==> src/rtl/mcalu_pkg.sv <==
package mcalu_pkg;

    localparam int FLAG_N  = 4;
    localparam int NUM_DST = 2;
    localparam int CW_W    = 13;

    localparam int FZ = 0;
    localparam int FC = 1;
    localparam int FS = 2;
    localparam int FV = 3;

    typedef enum logic [3:0] {
        OP_PASS = 4'd0,
        OP_ADD  = 4'd1,
        OP_SUB  = 4'd2,
        OP_AND  = 4'd3,
        OP_OR   = 4'd4,
        OP_XOR  = 4'd5,
        OP_SHL  = 4'd6,
        OP_SRA  = 4'd7,
        OP_MUL  = 4'd8
    } opcode_e;

    typedef enum logic [1:0] {
        SRC_OPA = 2'd0,
        SRC_OPB = 2'd1,
        SRC_R0  = 2'd2,
        SRC_R1  = 2'd3
    } src_e;

    typedef struct packed {
        logic [3:0]        opc;
        logic [1:0]        src_a;
        logic [1:0]        src_b;
        logic              dst;
        logic [FLAG_N-1:0] fmask;
    } ctx_word_t;

endpackage

==> src/rtl/mcalu_ctx_store.sv <==
module mcalu_ctx_store
    import mcalu_pkg::*;
#(
    parameter int NUM_CTX = 4,
    parameter int CTX_W   = 2
) (
    input  logic             clk,
    input  logic             rst_n,
    input  logic             wr_en,
    input  logic [CTX_W-1:0] wr_idx,
    input  ctx_word_t        wr_word,
    input  logic [CTX_W-1:0] rd_idx,
    output ctx_word_t        rd_word
);

    ctx_word_t ctx_q [NUM_CTX];

    for (genvar i = 0; i < NUM_CTX; i++) begin : g_entry
        always_ff @(posedge clk) begin
            if (!rst_n) begin
                ctx_q[i] <= '0;
            end else if (wr_en && (wr_idx == CTX_W'(i))) begin
                ctx_q[i] <= wr_word;
            end
        end
    end

    always_comb begin
        rd_word = ctx_q[rd_idx];
    end

endmodule

==> src/rtl/mcalu_ctx_select.sv <==
module mcalu_ctx_select #(
    parameter int CTX_W     = 2,
    parameter int MULTI_CTX = 1
) (
    input  logic             sel_ext,
    input  logic [CTX_W-1:0] ext_idx,
    input  logic [CTX_W-1:0] flag_idx,
    output logic [CTX_W-1:0] act_idx
);

    if (MULTI_CTX != 0) begin : g_multi
        always_comb begin
            act_idx = sel_ext ? ext_idx : flag_idx;
        end
    end else begin : g_single
        always_comb begin
            act_idx = '0;
        end
    end

endmodule

==> src/rtl/mcalu_core.sv <==
module mcalu_core
    import mcalu_pkg::*;
#(
    parameter int DATA_W = 32
) (
    input  logic [3:0]        opc,
    input  logic [DATA_W-1:0] a,
    input  logic [DATA_W-1:0] b,
    output logic [DATA_W-1:0] res,
    output logic [FLAG_N-1:0] flg
);

    localparam int SHAMT_W = $clog2(DATA_W);

    logic [DATA_W:0]          sum_w;
    logic [DATA_W:0]          dif_w;
    logic [2*DATA_W-1:0]      shl_w;
    logic signed [DATA_W:0]   sra_w;
    logic [2*DATA_W-1:0]      prod_w;
    logic [SHAMT_W-1:0]       shamt;
    logic                     c_out;
    logic                     v_out;

    always_comb begin
        shamt  = b[SHAMT_W-1:0];
        sum_w  = {1'b0, a} + {1'b0, b};
        dif_w  = {1'b0, a} - {1'b0, b};
        shl_w  = {{DATA_W{1'b0}}, a} << shamt;
        sra_w  = $signed({a, 1'b0}) >>> shamt;
        prod_w = {{DATA_W{1'b0}}, a} * {{DATA_W{1'b0}}, b};
        res    = a;
        c_out  = 1'b0;
        v_out  = 1'b0;
        unique case (opc)
            OP_ADD: begin
                res   = sum_w[DATA_W-1:0];
                c_out = sum_w[DATA_W];
                v_out = (a[DATA_W-1] == b[DATA_W-1]) && (res[DATA_W-1] != a[DATA_W-1]);
            end
            OP_SUB: begin
                res   = dif_w[DATA_W-1:0];
                c_out = dif_w[DATA_W];
                v_out = (a[DATA_W-1] != b[DATA_W-1]) && (res[DATA_W-1] != a[DATA_W-1]);
            end
            OP_AND: res = a & b;
            OP_OR:  res = a | b;
            OP_XOR: res = a ^ b;
            OP_SHL: begin
                res   = shl_w[DATA_W-1:0];
                c_out = shl_w[DATA_W];
            end
            OP_SRA: begin
                res   = sra_w[DATA_W:1];
                c_out = sra_w[0];
            end
            OP_MUL: begin
                res   = prod_w[DATA_W-1:0];
                v_out = |prod_w[2*DATA_W-1:DATA_W];
            end
            default: res = a;
        endcase
        flg     = '0;
        flg[FZ] = (res == '0);
        flg[FC] = c_out;
        flg[FS] = res[DATA_W-1];
        flg[FV] = v_out;
    end

endmodule

==> src/rtl/mcalu.sv <==
module mcalu
    import mcalu_pkg::*;
#(
    parameter int DATA_W    = 32,
    parameter int NUM_CTX   = 4,
    parameter int MULTI_CTX = 1,
    localparam int CTX_W    = (NUM_CTX > 1) ? $clog2(NUM_CTX) : 1
) (
    input  logic                      clk,
    input  logic                      rst_n,
    input  logic                      cfg_we,
    input  logic [CTX_W-1:0]          cfg_idx,
    input  logic [CW_W-1:0]           cfg_word,
    input  logic                      sel_ext,
    input  logic [CTX_W-1:0]          ext_idx,
    input  logic [DATA_W-1:0]         op_a,
    input  logic [DATA_W-1:0]         op_b,
    output logic [NUM_DST*DATA_W-1:0] result_regs,
    output logic [FLAG_N-1:0]         flags
);

    ctx_word_t         act_ctx;
    logic [CTX_W-1:0]  act_idx;
    logic [DATA_W-1:0] regs_q [NUM_DST];
    logic [FLAG_N-1:0] flags_q;
    logic [DATA_W-1:0] opnd_a;
    logic [DATA_W-1:0] opnd_b;
    logic [DATA_W-1:0] alu_res;
    logic [FLAG_N-1:0] alu_flg;

    mcalu_ctx_store #(
        .NUM_CTX (NUM_CTX),
        .CTX_W   (CTX_W)
    ) u_store (
        .clk     (clk),
        .rst_n   (rst_n),
        .wr_en   (cfg_we),
        .wr_idx  (cfg_idx),
        .wr_word (ctx_word_t'(cfg_word)),
        .rd_idx  (act_idx),
        .rd_word (act_ctx)
    );

    mcalu_ctx_select #(
        .CTX_W     (CTX_W),
        .MULTI_CTX (MULTI_CTX)
    ) u_select (
        .sel_ext  (sel_ext),
        .ext_idx  (ext_idx),
        .flag_idx (flags_q[CTX_W-1:0]),
        .act_idx  (act_idx)
    );

    function automatic logic [DATA_W-1:0] pick_src(
        input logic [1:0]        sel,
        input logic [DATA_W-1:0] pa,
        input logic [DATA_W-1:0] pb,
        input logic [DATA_W-1:0] r0,
        input logic [DATA_W-1:0] r1
    );
        logic [DATA_W-1:0] v;
        unique case (sel)
            SRC_OPA: v = pa;
            SRC_OPB: v = pb;
            SRC_R0:  v = r0;
            default: v = r1;
        endcase
        return v;
    endfunction

    always_comb begin
        opnd_a = pick_src(act_ctx.src_a, op_a, op_b, regs_q[0], regs_q[1]);
        opnd_b = pick_src(act_ctx.src_b, op_a, op_b, regs_q[0], regs_q[1]);
    end

    mcalu_core #(
        .DATA_W (DATA_W)
    ) u_core (
        .opc (act_ctx.opc),
        .a   (opnd_a),
        .b   (opnd_b),
        .res (alu_res),
        .flg (alu_flg)
    );

    always_ff @(posedge clk) begin
        if (!rst_n) begin
            for (int i = 0; i < NUM_DST; i++) begin
                regs_q[i] <= '0;
            end
            flags_q <= '0;
        end else begin
            regs_q[act_ctx.dst] <= alu_res;
            flags_q <= (alu_flg & act_ctx.fmask) | (flags_q & ~act_ctx.fmask);
        end
    end

    for (genvar g = 0; g < NUM_DST; g++) begin : g_out
        assign result_regs[g*DATA_W +: DATA_W] = regs_q[g];
    end

    assign flags = flags_q;

endmodule

==> config.mk <==
export PLATFORM = sky130hd
export DESIGN_NAME = mcalu
export DESIGN_NICKNAME = d
export VERILOG_FILES = /design/src/rtl/mcalu_pkg.sv /design/src/rtl/mcalu_ctx_store.sv /design/src/rtl/mcalu_ctx_select.sv /design/src/rtl/mcalu_core.sv /design/src/rtl/mcalu.sv
export SDC_FILE = /design/constraint.sdc
export NUM_CORES = 2
export LEC_CHECK = 0
export BUFFER_PORTS_ARGS = -buffer_cell sky130_fd_sc_hd__buf_4
export CAP_MARGIN = 15
export CORE_ASPECT_RATIO = 2
export CORE_MARGIN = 5
export CORE_UTILIZATION = 45
export CTS_BUF_LIST = sky130_fd_sc_hd__clkbuf_8
export DETAILED_ROUTE_END_ITERATION = 12
export HOLD_SLACK_MARGIN = 0.02
export PLACE_DENSITY_LB_ADDON = 0.15
export SETUP_SLACK_MARGIN = 0.4
export SLEW_MARGIN = 20
export SYNTH_ARGS = -nofsm -noshare
export SYNTH_HDL_FRONTEND = slang
export SYNTH_SLANG_ARGS = --single-unit
==> constraint.sdc <==
create_clock -name clk -period 23.7 [get_ports clk]
set_input_delay 0 -clock clk [delete_from_list [all_inputs] [get_ports clk]]
set_output_delay 0 -clock clk [all_outputs]
set_load 0.01 [all_outputs]
* Yosys cells after proc, flatten, opt, wreduce, memory -nomap -nowiden
Memories as Yosys holds them, arrays and structs flattened.
Index checks and enable logic that the tools add are counted.
** Word-level totals
- Memories kept :: 2
- Word-level logic and storage cells :: 77
- Output and inout port bits :: 68
- Register bits after elaboration :: 4
- Bits in writable memories :: 116
** Cells by class
- Multiply operators :: 1
- Mux-type cells :: 27
- Reduce and logical (&&, ||, !) cells :: 12
- Shift operators :: 2
- Bitwise gates (word level) :: 11
- Equal/unequal tests :: 19
- Add/sub/neg operators :: 2
** Memory list
- regs_q :: words 2, width 32, rd ports 2, clocked after memory_dff 0, wr ports 2, line mcalu.sv:24 : logic [DATA_W-1:0] regs_q [NUM_DST];
- u_store.ctx_q :: words 4, width 13, rd ports 1, clocked after memory_dff 0, wr ports 4, line mcalu_ctx_store.sv:16 : ctx_word_t ctx_q [NUM_CTX];
** Operators with widths (number)
- 32-bit one-hot mux with 8 select lines :: 1
- 32-bit one-hot mux with 3 select lines :: 2
- 32-bit by 32-bit multiplier with 64-bit output :: 1
- 32-bit OR reduction :: 2
- 13-bit two-way mux :: 4
- 32-bit by 32-bit adder with 33-bit output :: 1
- 32-bit by 5-bit << shifter with 33-bit output :: 1
- 33-bit by 5-bit >>> shifter with 33-bit output :: 1
- 32-bit by 32-bit subtractor with 33-bit output :: 1
- 32-bit AND :: 1
- 32-bit logical NOT :: 1
- 32-bit two-way mux :: 1
- 32-bit bitwise OR :: 1
- 32-bit bitwise XOR :: 1
- 4-bit by 3-bit equality test with 1-bit output (second input constant) :: 4
- 1-bit two-way mux :: 16
- 4-bit AND :: 2
- 2-bit equality test (second input constant) :: 4
- 4-bit by 2-bit equality test with 1-bit output (second input constant) :: 2
- 2-bit by 1-bit equality test with 1-bit output (second input constant) :: 3
- 1-bit logical AND :: 6
- 2-bit logical NOT :: 3
- 4-bit by 1-bit equality test with 1-bit output (second input constant) :: 1
- 4-bit equality test (second input constant) :: 1
- other kinds (8) :: 13

* Longest topological paths before layout
An unclocked memory read counts as a cell.
- Word-level depth :: 10
- Gate-level depth with buffers :: 44
- Gate-level depth less buffers :: 36

* Cells and area by module
A second synthesis with hierarchy kept.
** Second synthesis, totals
- Cell total of the unflattened synthesis :: 5537
- Area total of the unflattened synthesis :: 48293.8 um2
** Modules (own cells, without submodules)
- mcalu_core :: cells each 5168, area an instance 41813.9 um2, times used 1
- mcalu :: cells each 233, area an instance 4155.2 um2, times used 1
- mcalu_ctx_store :: cells each 134, area an instance 2302.2 um2, times used 1
- mcalu_ctx_select :: cells each 2, area an instance 22.5 um2, times used 1

* Worst setup path before layout
OpenSTA, ideal clock, no wires.
- Path type :: register to register
- From :: reg with a tool-made name
- To :: reg with a tool-made name
- Data required time :: 23.581 ns
- Library setup time :: 0.119 ns
- Cell stages (with the launch flop) :: 41
- Setup slack :: 12.540 ns
- Data arrival time :: 11.041 ns
- Cell sequence :: dfxtp_1 mux2i_4 buf_2 mux2i_2 buf_2 mux2i_1 mux2i_1 inv_1 buf_2 buf_2 buf_2 buf_2 buf_2 buf_1 nor2_1 fa_1 inv_1 fa_1 (+5 left out) fa_1 fa_1 ha_1 a21o_1 a21o_1 a21o_1 a221o_1 a221o_1 a311o_1 a21o_1 a21o_1 a41oi_1 a31oi_1 a21o_1 a21oi_1 xnor2_1 o31a_1 o221a_2

==> impl_results.md <==
* Worst Path Arrival at between 10 and 15 ns
* YS warnings at 0
* WL per Instance at roughly 32 um
* Cell row count at 167
* Synth Register Bits at 120
* Final period utilization at 0.5641
* Min cycle time layout at around 13 ns
* Antenna Nets Post-Route at 0
* Final Hold Viols at 0
* Status: finished, final reports clean
* DR vias at between 40k and 50k
* Clock slew at reported path FFs at about 0.1 ns
* Routability cong. at 1.076
* Unrepaired setup endpoints after global routing: no
* Core area at slightly above 100000 sq um
* Initial Utilization at 0.4533
* Initial DRT Pass Iterations at 6
* Routed wire length at 219700 um
* Nets at 6749
* Post-synth ARST share at 0
* Worst hold path type: in -> reg
* IO Port Bufs at between 150 and 200
* Max-slew violations at 0
* Skew-Pair Late Insertion Delay at ~0.46 ns
* Starting DRT DRC Count at around 3.7k
* Gr usage total at 0.3932
* Kind of critical path: reg -> reg
* Routed vias/inst at about 6.3
* TritonCTS clock tree: built
* Reg2reg setup slack at 10.33 ns
* Final TNS setup at 0 ns
* Startpoint Class: flop
* Layout area overhead at 7.212%
* Setup violators final at 0
* Layout cells sized above 1 at 0.08841
* Dpl cells at ~6.7k
* Die width at between 200 and 250 um
* Die area at 111400 sq um
* Cell taking the most area after synthesis: fa_1
* Worst slew pin tran at 1.243 ns
* Register-to-Register Path Depth at 34
* Final std cells w/o fill at ~6.8k
* Total grt overflow at 0
* Initial antenna violation count at 7
* Synth Flop Type: edfxtp_1
* Worst Slack Setup Final at just over 10 ns
* Most common cell on crit path: fa_1
* Net count after synthesis at 6761
* Max transition margin at 0.1715
* DRC viols at 0
* Largest cells by area after synthesis: fa_1 (38%), ha_1 (9.6%), edfxtp_1 (7.4%), nor2_1 (6.4%), inv_1 (6.2%)
* Chip Height at around 470 um
* First-pass GRT wire length at about 320000 um
* I/O pins at about 150
* Post-Place Worst Slack at between 10 and 15 ns
* Most common cell after layout, fill and taps aside: fa_1
* Hold Path Stages at 3
* Syn Inst Count at ~5.4k
* Netlist cell types at roughly 100
* Pin count of the biggest net entering global routing at 65
* Peak Freq at around 0.075 GHz
* Mean Syn Cell Area at just under 9 sq um
* Clock buffer count from CTS at 17
* Storage cell area at 3563 sq um
* Clk root buf: clkbuf_8
* Setup crit end kind: flop
* Req. time, crit path at 24.07 ns
* Register area share after synthesis at 0.07584
* Fillers at about 10k
* Area share of the largest cell type after synthesis at 0.3822
* DPL Wire Length at 173900 um
* Clock Path Buffers at 2
* Worst Path Max Fanout at 50
* Most frequent cells in the layout: fa_1 (897), nor2_1 (794), inv_1 (772), nand2_1 (603), ha_1 (362)
* Clock Skew at 0.01807 ns
* H-tree levels at 4
* Max cap viols at 0
* Slowest CP cell: clkinv_1
* Area of the multi-input gates at between 30000 and 40000 sq um
* Synthesized cell area at 46980 sq um
* Clock sinks at 120
* Post-CTS setup buffer count at 0
* Vias in the first global route at approximately 47k
* Critical Path Max Stage Delay at ~0.95 ns
* Post-synth EDFFs at 116
-- registers in the layout (all words and copies together), names as in the netlist, named ones only --
name	cells
u_store.ctx_q	52
regs_q	64
-- synth_stat cells, types with 19 or more instances --
| cell type | instances |
|---|---|
| a211oi_1 | 42 |
| a21o_1 | 51 |
| a21oi_1 | 183 |
| a221oi_1 | 25 |
| a22oi_1 | 19 |
| a31oi_1 | 24 |
| and2_1 | 60 |
| and3_1 | 20 |
| buf_1 | 42 |
| buf_2 | 44 |
| clkbuf_1 | 226 |
| edfxtp_1 | 116 |
| fa_1 | 897 |
| ha_1 | 362 |
| inv_1 | 774 |
| inv_2 | 22 |
| mux2i_1 | 222 |
| nand2_1 | 604 |
| nand2b_1 | 26 |
| nand3_1 | 58 |
| nor2_1 | 797 |
| nor2b_1 | 31 |
| nor3_1 | 51 |
| o211ai_1 | 29 |
| o21ai_0 | 142 |
| o21bai_1 | 24 |
| o22ai_1 | 49 |
| xnor2_1 | 37 |
| xor2_1 | 25 |
-- worst min path at each step --
| stage | start | to | slack, ns |
|---|---|---|---|
| final | cfg_idx[1] | u_store.ctx_q[2][1] | 0.10 |
| after global routing | cfg_idx[1] | u_store.ctx_q[2][1] | 0.10 |
| after CTS | cfg_idx[1] | u_store.ctx_q[2][1] | 0.08 |
| after detailed placement | cfg_word[9] | u_store.ctx_q[1][9] | 0.31 |
| after global placement | cfg_word[0] | u_store.ctx_q[2][0] | 0.30 |
| after floorplan | cfg_word[0] | u_store.ctx_q[0][0] | 0.20 |
-- per-stage QoR --
stage                     cell area [sq um]    util  hold slack [ns]
after floorplan                       46980       -           0.1982
after global placement                49750  0.4800           0.2979
after detailed placement              49760  0.4801           0.3051
after CTS                             50330  0.4856          0.08100
after global routing                  50370  0.4860           0.1036
final                                 50370  0.4860           0.1045
-- layout make-up --
type | instances | share of cell area
diodes | 4 | 0.0001987
clock buffers | 17 | 0.004645
flip-flops and latches | 120 | 0.07074
inverters | 809 | 0.06036
multi-input cells | 4145 | 0.7790
repair buffers | 312 | 0.04767
clock inverters | 15 | 0.003825
well taps | 1352 | 0.03358
-- cells by family after synthesis --
| group | share of synthesized area |
|---|---|
| flip-flops | 0.07584 |
| buffers and inverters | 0.09704 |
| multiplexers | 0.06114 |
| AND/OR/NAND/NOR | 0.1542 |
| XOR/XNOR | 0.01156 |
| AO/OA/AOI/OAI | 0.1216 |
| adder cells (fa/ha/maj) | 0.4786 |
-- worst max-delay path, delay by kind of cell (launching register included) --
kind | cells | cell delay (ns)
simple gates | 3 | 0.92
fa+ha+maj | 9 | 4.38
flops | 1 | 0.37
compound gates | 12 | 3.43
mux | 4 | 1.70
buf+inv | 5 | 2.21
xor+xnor | 1 | 0.16
-- what timing repair did --
action                                  CTS  global route
resized for setup                         0             0
hold buffers                             14             0
hold endpoints to repair                 56             0
endpoints found under the setup margin    0             0
-- metal layers --
metal,vias to the layer above,share of wire,GRT usage
li1,17530,-,-
met1,21760,0.31,0.3906
met2,2283,0.49,0.6721
met3,1059,0.069,0.06526
met4,4,0.14,0.3985
met5,-,0.00015,0
Power is left out: the tool's default activity adds up to more than one toggle a clock period on the data nets, which glitch-free logic cannot reach.
